<file path="src/rtl/a429_tx_pkg.sv">
package a429_tx_pkg;
  typedef enum logic [1:0] {
    ST_IDLE = 2'd0,
    ST_DATA = 2'd1,
    ST_GAP  = 2'd2
  } tx_state_e;
endpackage

</file>
<file path="src/rtl/a429_tx_load.sv">
module a429_tx_load #(
  parameter int unsigned HALF_W = 16,
  parameter int unsigned WORD_W = 31
) (
  input  logic              clk_i,
  input  logic              rst_ni,
  input  logic              lock_i,
  input  logic [HALF_W-1:0] half_i,
  input  logic              lo_stb_i,
  input  logic              hi_stb_i,
  output logic              push_o,
  output logic [WORD_W-1:0] word_o
);
  localparam int unsigned UP_W = WORD_W - HALF_W;

  logic              lo_prev_q, hi_prev_q, push_q;
  logic [HALF_W-1:0] lo_half_q;
  logic [WORD_W-1:0] word_q;
  logic              lo_rise, hi_rise;

  assign lo_rise = lo_stb_i && !lo_prev_q && !lock_i;
  assign hi_rise = hi_stb_i && !hi_prev_q && !lock_i;

  always_ff @(posedge clk_i or negedge rst_ni) begin
    if (!rst_ni) begin
      lo_prev_q <= 1'b0;
      hi_prev_q <= 1'b0;
      push_q    <= 1'b0;
      lo_half_q <= '0;
      word_q    <= '0;
    end else begin
      lo_prev_q <= lo_stb_i;
      hi_prev_q <= hi_stb_i;
      push_q    <= hi_rise;
      if (lo_rise) lo_half_q <= half_i;
      if (hi_rise) word_q <= {half_i[UP_W-1:0], lo_half_q};
    end
  end

  assign push_o = push_q;
  assign word_o = word_q;
endmodule

</file>
<file path="src/rtl/a429_tx_fifo.sv">
module a429_tx_fifo #(
  parameter int unsigned WIDTH = 31,
  parameter int unsigned DEPTH = 8,
  localparam int unsigned CNT_W = $clog2(DEPTH + 1)
) (
  input  logic             clk_i,
  input  logic             rst_ni,
  input  logic             push_i,
  input  logic [WIDTH-1:0] wdata_i,
  input  logic             pop_i,
  output logic [WIDTH-1:0] rdata_o,
  output logic             empty_o,
  output logic             full_o,
  output logic [CNT_W-1:0] count_o
);
  localparam int unsigned PTR_W = (DEPTH > 1) ? $clog2(DEPTH) : 1;

  logic [WIDTH-1:0] mem_q [DEPTH];
  logic [PTR_W-1:0] wptr_q, rptr_q;
  logic [CNT_W-1:0] cnt_q;
  logic             do_push, do_pop;

  function automatic logic [PTR_W-1:0] ptr_next(input logic [PTR_W-1:0] p);
    return (p == PTR_W'(DEPTH - 1)) ? '0 : p + 1'b1;
  endfunction

  assign empty_o = (cnt_q == '0);
  assign full_o  = (cnt_q == CNT_W'(DEPTH));
  assign do_push = push_i && !full_o;
  assign do_pop  = pop_i && !empty_o;

  always_ff @(posedge clk_i) begin
    if (do_push) mem_q[wptr_q] <= wdata_i;
  end

  always_ff @(posedge clk_i or negedge rst_ni) begin
    if (!rst_ni) begin
      wptr_q <= '0;
      rptr_q <= '0;
      cnt_q  <= '0;
    end else begin
      if (do_push) wptr_q <= ptr_next(wptr_q);
      if (do_pop)  rptr_q <= ptr_next(rptr_q);
      case ({do_push, do_pop})
        2'b10:   cnt_q <= cnt_q + 1'b1;
        2'b01:   cnt_q <= cnt_q - 1'b1;
        default: cnt_q <= cnt_q;
      endcase
    end
  end

  assign rdata_o = mem_q[rptr_q];
  assign count_o = cnt_q;
endmodule

</file>
<file path="src/rtl/a429_tx_rate.sv">
module a429_tx_rate #(
  parameter int unsigned DIV_FAST = 10,
  parameter int unsigned DIV_SLOW = 80
) (
  input  logic clk_i,
  input  logic rst_ni,
  input  logic run_i,
  input  logic slow_i,
  output logic tick_o,
  output logic first_half_o
);
  localparam int unsigned DIV_MAX = (DIV_SLOW > DIV_FAST) ? DIV_SLOW : DIV_FAST;
  localparam int unsigned CNT_W   = $clog2(DIV_MAX);

  logic [CNT_W-1:0] cnt_q, limit, half;

  assign limit        = slow_i ? CNT_W'(DIV_SLOW - 1) : CNT_W'(DIV_FAST - 1);
  assign half         = slow_i ? CNT_W'(DIV_SLOW / 2) : CNT_W'(DIV_FAST / 2);
  assign tick_o       = run_i && (cnt_q >= limit);
  assign first_half_o = run_i && (cnt_q < half);

  always_ff @(posedge clk_i or negedge rst_ni) begin
    if (!rst_ni)                cnt_q <= '0;
    else if (!run_i || tick_o)  cnt_q <= '0;
    else                        cnt_q <= cnt_q + 1'b1;
  end
endmodule

</file>
<file path="src/rtl/a429_tx_ser.sv">
module a429_tx_ser
  import a429_tx_pkg::*;
#(
  parameter int unsigned WORD_W   = 31,
  parameter int unsigned SHORT_W  = 24,
  parameter int unsigned GAP_BITS = 4
) (
  input  logic              clk_i,
  input  logic              rst_ni,
  input  logic              tx_en_i,
  input  logic              short_i,
  input  logic              even_i,
  input  logic              fifo_empty_i,
  input  logic [WORD_W-1:0] fifo_data_i,
  input  logic              tick_i,
  input  logic              first_half_i,
  output logic              pop_o,
  output logic              run_o,
  output logic              sending_o,
  output logic              rail_hi_o,
  output logic              rail_lo_o
);
  localparam int unsigned IDX_W = $clog2(WORD_W + 1);
  localparam int unsigned GAP_W = (GAP_BITS > 1) ? $clog2(GAP_BITS) : 1;

  tx_state_e         state_q;
  logic [WORD_W-1:0] sh_q, mask;
  logic              par_q, short_q, par_new, cur_bit, gap_done, start;
  logic [IDX_W-1:0]  idx_q, last_idx;
  logic [GAP_W-1:0]  gcnt_q;

  for (genvar i = 0; i < WORD_W; i++) begin : g_mask
    assign mask[i] = !short_i || (i < SHORT_W);
  end

  assign par_new  = (^(fifo_data_i & mask)) ^ ~even_i;
  assign gap_done = (state_q == ST_GAP) && tick_i && (gcnt_q == GAP_W'(GAP_BITS - 1));
  assign start    = tx_en_i && !fifo_empty_i && ((state_q == ST_IDLE) || gap_done);
  assign last_idx = short_q ? IDX_W'(SHORT_W) : IDX_W'(WORD_W);
  assign cur_bit  = (idx_q == last_idx) ? par_q : sh_q[0];

  always_ff @(posedge clk_i or negedge rst_ni) begin
    if (!rst_ni) begin
      state_q <= ST_IDLE;
      sh_q    <= '0;
      par_q   <= 1'b0;
      short_q <= 1'b0;
      idx_q   <= '0;
      gcnt_q  <= '0;
    end else if (start) begin
      state_q <= ST_DATA;
      sh_q    <= fifo_data_i;
      par_q   <= par_new;
      short_q <= short_i;
      idx_q   <= '0;
      gcnt_q  <= '0;
    end else begin
      case (state_q)
        ST_DATA: if (tick_i) begin
          if (idx_q == last_idx) begin
            state_q <= ST_GAP;
            gcnt_q  <= '0;
          end else begin
            sh_q  <= sh_q >> 1;
            idx_q <= idx_q + 1'b1;
          end
        end
        ST_GAP: if (tick_i) begin
          if (gap_done) state_q <= ST_IDLE;
          else          gcnt_q  <= gcnt_q + 1'b1;
        end
        default: state_q <= ST_IDLE;
      endcase
    end
  end

  assign pop_o     = start;
  assign run_o     = (state_q != ST_IDLE);
  assign sending_o = (state_q == ST_DATA);
  assign rail_hi_o = sending_o && first_half_i && cur_bit;
  assign rail_lo_o = sending_o && first_half_i && !cur_bit;
endmodule

</file>
<file path="src/rtl/a429_tx.sv">
module a429_tx #(
  parameter int unsigned HALF_W   = 16,
  parameter int unsigned WORD_W   = 31,
  parameter int unsigned SHORT_W  = 24,
  parameter int unsigned DEPTH    = 8,
  parameter int unsigned GAP_BITS = 4,
  parameter int unsigned DIV_FAST = 10,
  parameter int unsigned DIV_SLOW = 80
) (
  input  logic              clk_i,
  input  logic              rst_ni,
  input  logic [HALF_W-1:0] half_i,
  input  logic              load_lo_i,
  input  logic              load_hi_i,
  input  logic              tx_en_i,
  input  logic              par_even_i,
  input  logic              slow_rate_i,
  input  logic              short_word_i,
  output logic              rail_hi_o,
  output logic              rail_lo_o,
  output logic              bit_clk_o,
  output logic              tx_ready_o
);
  localparam int unsigned CNT_W = $clog2(DEPTH + 1);

  logic              fifo_push, fifo_pop, fifo_empty, fifo_full;
  logic [WORD_W-1:0] in_word, fifo_word;
  logic [CNT_W-1:0]  fifo_cnt;
  logic              run, tick, first_half, sending;

  a429_tx_load #(.HALF_W(HALF_W), .WORD_W(WORD_W)) u_load (
    .clk_i, .rst_ni,
    .lock_i   (tx_en_i),
    .half_i,
    .lo_stb_i (load_lo_i),
    .hi_stb_i (load_hi_i),
    .push_o   (fifo_push),
    .word_o   (in_word)
  );

  a429_tx_fifo #(.WIDTH(WORD_W), .DEPTH(DEPTH)) u_fifo (
    .clk_i, .rst_ni,
    .push_i  (fifo_push),
    .wdata_i (in_word),
    .pop_i   (fifo_pop),
    .rdata_o (fifo_word),
    .empty_o (fifo_empty),
    .full_o  (fifo_full),
    .count_o (fifo_cnt)
  );

  a429_tx_rate #(.DIV_FAST(DIV_FAST), .DIV_SLOW(DIV_SLOW)) u_rate (
    .clk_i, .rst_ni,
    .run_i        (run),
    .slow_i       (slow_rate_i),
    .tick_o       (tick),
    .first_half_o (first_half)
  );

  a429_tx_ser #(.WORD_W(WORD_W), .SHORT_W(SHORT_W), .GAP_BITS(GAP_BITS)) u_ser (
    .clk_i, .rst_ni,
    .tx_en_i,
    .short_i      (short_word_i),
    .even_i       (par_even_i),
    .fifo_empty_i (fifo_empty),
    .fifo_data_i  (fifo_word),
    .tick_i       (tick),
    .first_half_i (first_half),
    .pop_o        (fifo_pop),
    .run_o        (run),
    .sending_o    (sending),
    .rail_hi_o,
    .rail_lo_o
  );

  assign bit_clk_o  = first_half;
  assign tx_ready_o = fifo_empty && !sending;

  logic unused_full;
  assign unused_full = fifo_full;
endmodule

</file>
<file path="config.mk">
export PLATFORM = sky130hd
export DESIGN_NAME = a429_tx
export DESIGN_NICKNAME = d
export VERILOG_FILES = /design/src/rtl/a429_tx_pkg.sv /design/src/rtl/a429_tx_load.sv /design/src/rtl/a429_tx_fifo.sv /design/src/rtl/a429_tx_rate.sv /design/src/rtl/a429_tx_ser.sv /design/src/rtl/a429_tx.sv
export SDC_FILE = /design/constraint.sdc
export NUM_CORES = 1
export LEC_CHECK = 0
export ABC_CLOCK_PERIOD_IN_PS = 6400
export BUFFER_PORTS_ARGS = -buffer_cell sky130_fd_sc_hd__buf_2
export CAP_MARGIN = 10
export CORE_MARGIN = 2
export CORE_UTILIZATION = 55
export CTS_BUF_LIST = sky130_fd_sc_hd__clkbuf_4 sky130_fd_sc_hd__clkbuf_8 sky130_fd_sc_hd__clkbuf_16
export DETAILED_ROUTE_END_ITERATION = 7
export MAX_ROUTING_LAYER = met4
export PLACE_DENSITY = 0.82
export SKIP_CTS_REPAIR_TIMING = 1
export SLEW_MARGIN = 10
export SYNTH_ARGS = -nofsm -noshare
export SYNTH_HDL_FRONTEND = slang
export SYNTH_SLANG_ARGS = --single-unit
</file>
<file path="constraint.sdc">
create_clock -name clk_i -period 6.4 [get_ports clk_i]
set_input_delay 0.64 -clock clk_i [delete_from_list [all_inputs] [get_ports clk_i]]
set_output_delay 0.64 -clock clk_i [all_outputs]
set_load 0.005 [all_outputs]
</file>
* Yosys cells after proc, flatten, opt, wreduce, memory -nomap -nowiden *
Memories as Yosys holds them, arrays and structs flattened.
Index checks and enable logic that the tools add are counted.

word-level totals
  register bits after elaboration = 109
  bits of input ports = 24
  output and inout port bits = 4
  memories = 1
  logic and storage cells = 111
  memory bits (writable) = 248

memories
  name          depth  width  rd ports  clocked after memory_dff  wr ports  RTL line            source
  u_fifo.mem_q  8      31     1         0                         1         a429_tx_fifo.sv:18  logic [WIDTH-1:0] mem_q [DEPTH];

operators by class
  order comparisons = 2
  bitwise logic cells = 3
  muxes and demuxes = 30
  add/subtract/negate cells = 7
  eq/ne operators = 15
  reductions and logical operators = 38

operators by type and width
  operator                                        count
  two-way mux 31 bit                              4
  bitwise AND 31 bit                              1
  XOR reduction 31 bit                            1
  two-way mux 2 bit                               10
  two-way mux 5 bit                               4
  logical AND 1 bit                               16
  two-way mux 7 bit                               2
  zero test 1 bit                                 9
  two-way mux 3 bit                               3
  case mux 2 bit (2 select lines)                 2
  case mux 4 bit (2 select lines)                 1
  nonzero test 2 bit                              4
  adder 7 x 1 -> 7 bit (second input constant)    1
  >= comparator 7 bit                             1
  less-than comparator 7 bit                      1
  adder 3 x 1 -> 3 bit (second input constant)    2
  equality test 2 bit (second input constant)     3
  equality test 3 bit (second input constant)     2
  two-way mux 6 bit                               1
  != test 3 x 1 -> 1 bit (second input constant)  2
  != test 3 bit (second input constant)           2
  adder 5 x 1 -> 5 bit (second input constant)    1
  equality test 5 bit                             1
  AND reduction 5 bit                             1
  16 further kinds                                20

* Longest topological paths before layout *
  depth after elaboration = 10
  mapped depth = 18
  gate-level depth less buffers = 16

* By module *
A second synthesis with hierarchy kept.

unflattened totals
  cell total of the unflattened synthesis = 810
  area total of the unflattened synthesis = 14924.3 µm²

modules (own cells, without submodules)
  module        instances  area each (µm²)  seq. area each (µm²)  cells an instance
  a429_tx_fifo  1          10241.1          7697.4                429
  a429_tx_ser   1          2299.7           1051.0                220
  a429_tx_load  1          1866.8           1251.2                103
  a429_tx_rate  1          503.0            175.2                 57
  a429_tx       1          13.8             0.0                   1

* Worst setup path after synthesis *
No wires, ideal clock.

  kind = input-to-reg
  from = input slow_rate_i
  to = register u_fifo.cnt_q[2], in the netlist u_fifo.count_o[2]
  cell stages on the path = 18
  data arrival time = 3.723 ns
  path slack = 2.551 ns
  required time = 6.274 ns
  setup time = 0.126 ns
  path buffers = 2
  path through = inv_1 ha_1 a21o_1 a21o_1 a211o_1 a21oi_1 o21ai_0 nand2_1 inv_1 clkbuf_1 buf_1 ha_1 xor2_1 ha_1 a21oi_1 xor2_1 nor2_1 xor2_1

on the way
  word-level cells in the longest chain between the ends = 10
  elaborated cells between the ends (all ways) = 12
  those cells by class = 1 x order compare; 2 x eq/ne; 2 x mux; 7 x reduce/logical

ends and longest elaborated chain
  what                                                                   RTL line            source
  from (decl)                                                            a429_tx.sv:17       input logic slow_rate_i,
  two-way mux 7 bit (*)                                                  a429_tx_rate.sv:17  assign limit = slow_i ? CNT_W'(DIV_SLOW - 1) : CNT_W'(DIV_FAST - 1);
  >= comparator 7 bit (*)                                                a429_tx_rate.sv:19  assign tick_o = run_i && (cnt_q >= limit);
  logical AND 1 bit (*)                                                  a429_tx_rate.sv:19
  logical AND 1 bit (*) (2 in a row)                                     a429_tx_ser.sv:37   assign gap_done = (state_q == ST_GAP) && tick_i && (gcnt_q == GAP_W'(GAP_BITS - 1));
  logical OR 1 bit (*)                                                   a429_tx_ser.sv:38   assign start = tx_en_i && !fifo_empty_i && ((state_q == ST_IDLE) || gap_done);
  logical AND 1 bit (*)                                                  a429_tx_ser.sv:38
  logical AND 1 bit (*)                                                  a429_tx_fifo.sv:30  assign do_pop = pop_i && !empty_o;
  via u_fifo.do_pop                                                      a429_tx_fifo.sv:21  logic do_push, do_pop;
  equality test 2 x 1 -> 1 bit or equality test 2 bit (tied branches)    a429_tx_fifo.sv:44  case ({do_push, do_pop})
  case mux 4 bit (2 select lines) or nonzero test 2 bit (tied branches)  --
  to (signal assigned)                                                   a429_tx_fifo.sv:45  2'b10: cnt_q <= cnt_q + 1'b1;
  to (signal assigned)                                                   a429_tx_fifo.sv:46  2'b01: cnt_q <= cnt_q - 1'b1;
  to (signal assigned)                                                   a429_tx_fifo.sv:47  default: cnt_q <= cnt_q;
  to (decl)                                                              a429_tx_fifo.sv:20  logic [CNT_W-1:0] cnt_q;

Mark *: on every way through the listed nets, which the timed path passes. The rest lies on a longest branch.
A chain may end at the register's enable or synchronous reset.

* Worst setup path after layout *
  from = register u_rate.cnt_q[1]
  to = register u_fifo.cnt_q[2], in the netlist u_fifo.count_o[2]

on the way
  word-level cells in the longest chain between the ends = 9
  elaborated cells between the ends (all ways) = 11
  those cells by class = 1 x order compare; 2 x eq/ne; 1 x mux; 7 x reduce/logical

ends and longest elaborated chain
  what                                                                   RTL line            source
  from (decl)                                                            a429_tx_rate.sv:15  logic [CNT_W-1:0] cnt_q, limit, half;
  from (signal assigned)                                                 a429_tx_rate.sv:25  else cnt_q <= cnt_q + 1'b1;
  >= comparator 7 bit (*)                                                a429_tx_rate.sv:19
  logical AND 1 bit (*)                                                  a429_tx_rate.sv:19
  logical AND 1 bit (*) (2 in a row)                                     a429_tx_ser.sv:37
  logical OR 1 bit (*)                                                   a429_tx_ser.sv:38
  logical AND 1 bit (*)                                                  a429_tx_ser.sv:38
  logical AND 1 bit (*)                                                  a429_tx_fifo.sv:30
  equality test 2 x 1 -> 1 bit or equality test 2 bit (tied branches)    a429_tx_fifo.sv:44
  case mux 4 bit (2 select lines) or nonzero test 2 bit (tied branches)  --

Every way passes the cells marked *; elsewhere a longest branch is shown, timed or not.

==> report_table.html <==
<table>
<tr><th>Metric</th><th>Value</th></tr>
<tr><th colspan="2">Route</th></tr>
<tr><td>Detail-routed via count per cell</td><td>5.947</td></tr>
<tr><td>DRC violation count after routing</td><td>0</td></tr>
<tr><td>First DRT Iteration DRCs</td><td>834</td></tr>
<tr><td>Via total after detailed routing</td><td>7249</td></tr>
<tr><td>Initial DRT Pass Iterations</td><td>5</td></tr>
<tr><td>Antenna Nets Post-Route</td><td>0</td></tr>
<tr><td>Drt wl/cell</td><td>22.65 um</td></tr>
<tr><td>Wire length reported by the detailed router</td><td>27610 um</td></tr>
<tr><th colspan="2">GRT</th></tr>
<tr><td>Aggregate global routing overflow</td><td>0</td></tr>
<tr><td>Antenna violations before repair</td><td>0</td></tr>
<tr><td>Pin count of the biggest net entering global routing</td><td>69</td></tr>
<tr><td>Global-route wire length before repair</td><td>42990 um</td></tr>
<tr><td>Global router's overall resource usage</td><td>0.2082</td></tr>
<tr><td>Vias in the first global route</td><td>7435</td></tr>
<tr><th colspan="2">Place</th></tr>
<tr><td>RD Place Congestion</td><td>0.7981</td></tr>
<tr><td>Post-DP HPWL</td><td>15520 um</td></tr>
<tr><td>Cell area after placement</td><td>15050 um2</td></tr>
<tr><td>Setup WS pre-CTS</td><td>1.764 ns</td></tr>
<tr><td>Placed cells</td><td>1153</td></tr>
<tr><td>Number of port buffers</td><td>27</td></tr>
<tr><th colspan="2">CTS</th></tr>
<tr><td>Number of buffers created by CTS</td><td>36</td></tr>
<tr><td>CTS sink cnt</td><td>357</td></tr>
<tr><td>Largest buffer count on any clock path</td><td>3</td></tr>
<tr><td>Insertion delay of the later-clocked pin in the worst-skew pair</td><td>0.52 ns</td></tr>
<tr><td>Master cell of the clock root buffer</td><td>sky130_fd_sc_hd__clkbuf_16</td></tr>
<tr><td>CTS H-tree lvls</td><td>2</td></tr>
<tr><td>Clock slew seen by the registers of the worst setup and hold paths</td><td>0.06 ns</td></tr>
<tr><td>CTS tree</td><td>done</td></tr>
<tr><th colspan="2">Die</th></tr>
<tr><td>Total core area</td><td>25980 um2</td></tr>
<tr><td>Standard-cell row count</td><td>59</td></tr>
<tr><td>DIE HEIGHT</td><td>166.5 um</td></tr>
<tr><td>Initial standard-cell utilization of the core</td><td>0.5591</td></tr>
<tr><td>Width of the die</td><td>166.5 um</td></tr>
<tr><td>Die area</td><td>27730 um2</td></tr>
<tr><td># IOs</td><td>28</td></tr>
<tr><th colspan="2">Critical path</th></tr>
<tr><td>Cells traversed along the worst timing path</td><td>ha_1 &gt; a21o_1 &gt; a21o_1 &gt; a211o_1 &gt; a21oi_1 &gt; o21ai_0 &gt; nand2_1 &gt; inv_2 &gt; ha_1 &gt; xor2_1 &gt; ha_1 &gt; a21oi_1 &gt; xor2_1 &gt; nor2_1 &gt; xor2_1</td></tr>
<tr><td>Crit path required time</td><td>6.79 ns</td></tr>
<tr><td>First element of the critical path</td><td>u_rate.cnt_q[1]$_DFF_PN0_</td></tr>
<tr><td>Count of buffering cells on the critical path with inverters included</td><td>1</td></tr>
<tr><td>Startpoint of the lowest-slack register-to-register path</td><td>u_rate.cnt_q[1]$_DFF_PN0_</td></tr>
<tr><td>CP max stage cell</td><td>sky130_fd_sc_hd__inv_2</td></tr>
<tr><td>Critical path endpoint category</td><td>flip-flop</td></tr>
<tr><td>Worst setup SP type</td><td>flip-flop</td></tr>
<tr><td>WP data arrival</td><td>4.59 ns</td></tr>
<tr><td>Cell family with most CP delay</td><td>compound AO/OA/AOI/OAI gates</td></tr>
<tr><td>Maximum fanout along the worst path</td><td>66</td></tr>
<tr><td>Critical setup path kind</td><td>flip-flop to flip-flop</td></tr>
<tr><td>Worst stage delay on the critical path</td><td>0.52 ns</td></tr>
<tr><th colspan="2">Status</th></tr>
<tr><td>Result of the run</td><td>complete, no violations</td></tr>
<tr><th colspan="2">Synthesis</th></tr>
<tr><td>Asr flop ratio synth</td><td>0.3053</td></tr>
<tr><td>Leading register cell type out of synthesis</td><td>sky130_fd_sc_hd__edfxtp_1</td></tr>
<tr><td>Number of flops mapped to enable cells by yosys</td><td>248</td></tr>
<tr><td>Register bit count reported by yosys</td><td>357</td></tr>
<tr><td>Synthesized instance count</td><td>813</td></tr>
<tr><td>Yosys warning count</td><td>0</td></tr>
<tr><td>Post-synthesis cell area</td><td>14530 um2</td></tr>
<tr><td>Average instance area after synthesis</td><td>17.87 um2</td></tr>
<tr><td>Distinct cell type count after synthesis</td><td>47</td></tr>
<tr><td>Synthesized netlist net count</td><td>853</td></tr>
<tr><td>Part of the Yosys area used for sequential elements</td><td>0.7003</td></tr>
<tr><th colspan="2">STA</th></tr>
<tr><td>Part of the cycle the worst path needs</td><td>0.6567</td></tr>
<tr><td>Final-report hold violation count</td><td>0</td></tr>
<tr><td>Fmax</td><td>237.9 MHz</td></tr>
<tr><td>Post-layout min period</td><td>4.203 ns</td></tr>
<tr><td>Count of final max-slew check failures</td><td>0</td></tr>
<tr><td>Worst Clk Skew</td><td>0.01655 ns</td></tr>
<tr><td>Accumulated negative setup slack</td><td>0 ns</td></tr>
<tr><td>Worst max-slew margin expressed relative to the limit</td><td>0.3012</td></tr>
<tr><td>Worst Hold Slack</td><td>0.1307 ns</td></tr>
<tr><td>Worst Tran Pin Value</td><td>1.047 ns</td></tr>
<tr><td>RSZ-0062 raised after global routing</td><td>no</td></tr>
<tr><td>Setup-failing EPs final</td><td>0</td></tr>
<tr><td>Final worst-path setup slack</td><td>2.197 ns</td></tr>
<tr><th colspan="2">Power and ir drop</th></tr>
<tr><td>Leakage component of the power</td><td>5.921 nW</td></tr>
<tr><td>Maximum vdd drop</td><td>0.0002662 V</td></tr>
<tr><td>Tot Pwr</td><td>5.990 mW</td></tr>
<tr><td>Power Density</td><td>368.4 nW/um2</td></tr>
<tr><th colspan="2">Cells and area</th></tr>
<tr><td>Most frequent cells in the layout</td><td>248 x sky130_fd_sc_hd__edfxtp_1, 106 x sky130_fd_sc_hd__dfrtp_1, 51 x sky130_fd_sc_hd__mux2_2</td></tr>
<tr><td>Proportion of layout cells with a drive suffix above 1</td><td>0.2466</td></tr>
<tr><td>Final net count</td><td>896</td></tr>
<tr><td>Share of the core filled with cells</td><td>0.6257</td></tr>
<tr><td>Antenna cells</td><td>0</td></tr>
<tr><td>Post-route standard cell area excluding fillers</td><td>16260 um2</td></tr>
<tr><td>Leading cell type in the layout, fill and taps excluded</td><td>sky130_fd_sc_hd__edfxtp_1</td></tr>
<tr><td>Layout fillers</td><td>1796</td></tr>
<tr><td>Number of non-filler instances in the completed layout</td><td>1219</td></tr>
<tr><td>Layout-stage area growth over the synthesis result</td><td>11.91%</td></tr>
<tr><th colspan="2">Hold path</th></tr>
<tr><td>Class of the worst hold path</td><td>input pin to async pin</td></tr>
<tr><th colspan="2">Job</th></tr>
<tr><td>Max-capacitance violation count</td><td>0</td></tr>
</table>
==> cell usage after synthesis (all sizes together), types with 3 or more instances <==
cell type | count | area share
a211oi | 23 | 0.012
a21o | 3 | 0.0016
a21oi | 27 | 0.0093
a221oi | 5 | 0.0030
and3 | 3 | 0.0013
buf | 21 | 0.013
clkbuf | 17 | 0.0044
dfrtp | 109 | 0.19
edfxtp | 248 | 0.51
ha | 16 | 0.014
inv | 4 | 0.0010
mux2 | 51 | 0.040
mux2i | 44 | 0.031
mux4 | 56 | 0.090
nand2 | 26 | 0.0067
nand2b | 7 | 0.0030
nand3 | 4 | 0.0014
nor2 | 35 | 0.0090
nor2b | 29 | 0.012
nor3 | 8 | 0.0028
nor3b | 4 | 0.0021
o21ai | 17 | 0.0059
xnor2 | 26 | 0.016
xnor3 | 4 | 0.0062
xor2 | 11 | 0.0066
==> worst paths after layout <==
| kind | end | slack, ns | cells after the start |
|---|---|---|---|
| worst min-delay path | u_rate.cnt_q[0]$_DFF_PN0_ | 0.13 | 1 |
| worst min register to register | u_load.lo_half_q[11]$_DFFE_PN0P_ | 0.50 | 1 |
| min in group clk_i | u_load.lo_prev_q$_DFF_PN0_ | 0.25 | 1 |
| max in group asynchronous | u_fifo.rptr_q[2]$_DFFE_PN0P_ | 4.87 | 2 |
| worst max-delay path | u_fifo.count_o[2]$_DFFE_PN0P_ | 2.20 | 15 |
| worst max register to register | u_fifo.count_o[2]$_DFFE_PN0P_ | 2.20 | 15 |
==> per-layer routing <==
metal | vias up | share of wire | wire length, um | GRT usage
li1 | 3245 | - | - | -
met1 | 3732 | 0.43 | 11840 | 0.2774
met2 | 214 | 0.49 | 13620 | 0.3322
met3 | 58 | 0.051 | 1403 | 0.03588
met4 | 0 | 0.027 | 741 | 0.06747
met5 | - | 0 | 0 | -
==> state kept, by name (all words and copies together) (netlist names), 2 cells and up <==
name,cells
u_fifo.mem_q,248
u_load.word_o,31
u_ser.sh_q,31
u_load.lo_half_q,16
u_rate.cnt_q,7
u_ser.idx_q,5
u_fifo.count_o,4
u_fifo.rptr_q,3
u_fifo.wptr_q,3
u_ser.gcnt_q,2
u_ser.state_q,2
==> report_power, final <==
group | switching (mW) | internal (mW) | leakage [nW] | total, mW
clock network | 0.839 | 1.28 | 0.610 | 2.12
registers | 0.260 | 2.85 | 3.59 | 3.11
logic | 0.384 | 0.383 | 1.72 | 0.768
==> final cells by class <==
class | count | area (um2) | share of cell area
clock buffer | 51 | 1056 | 0.06495
clock inverter | 15 | 156.4 | 0.009619
inverter | 4 | 15.01 | 0.0009234
timing repair buffer | 43 | 270.3 | 0.01662
multi-input combinational | 414 | 4161 | 0.2559
sequential | 357 | 10180 | 0.6262
tap | 335 | 419.2 | 0.02578
==> logic make-up after synthesis <==
kind of cell,share of synthesized area
adders and majority gates,0.01378
xor gates and xnor gates,0.02851
muxes,0.1609
AOI/OAI and AO/OA,0.03695
and+or+nand+nor,0.04151
buffers and inverters,0.01808
DFF,0.7003
(Power assumes the default switching activity.)
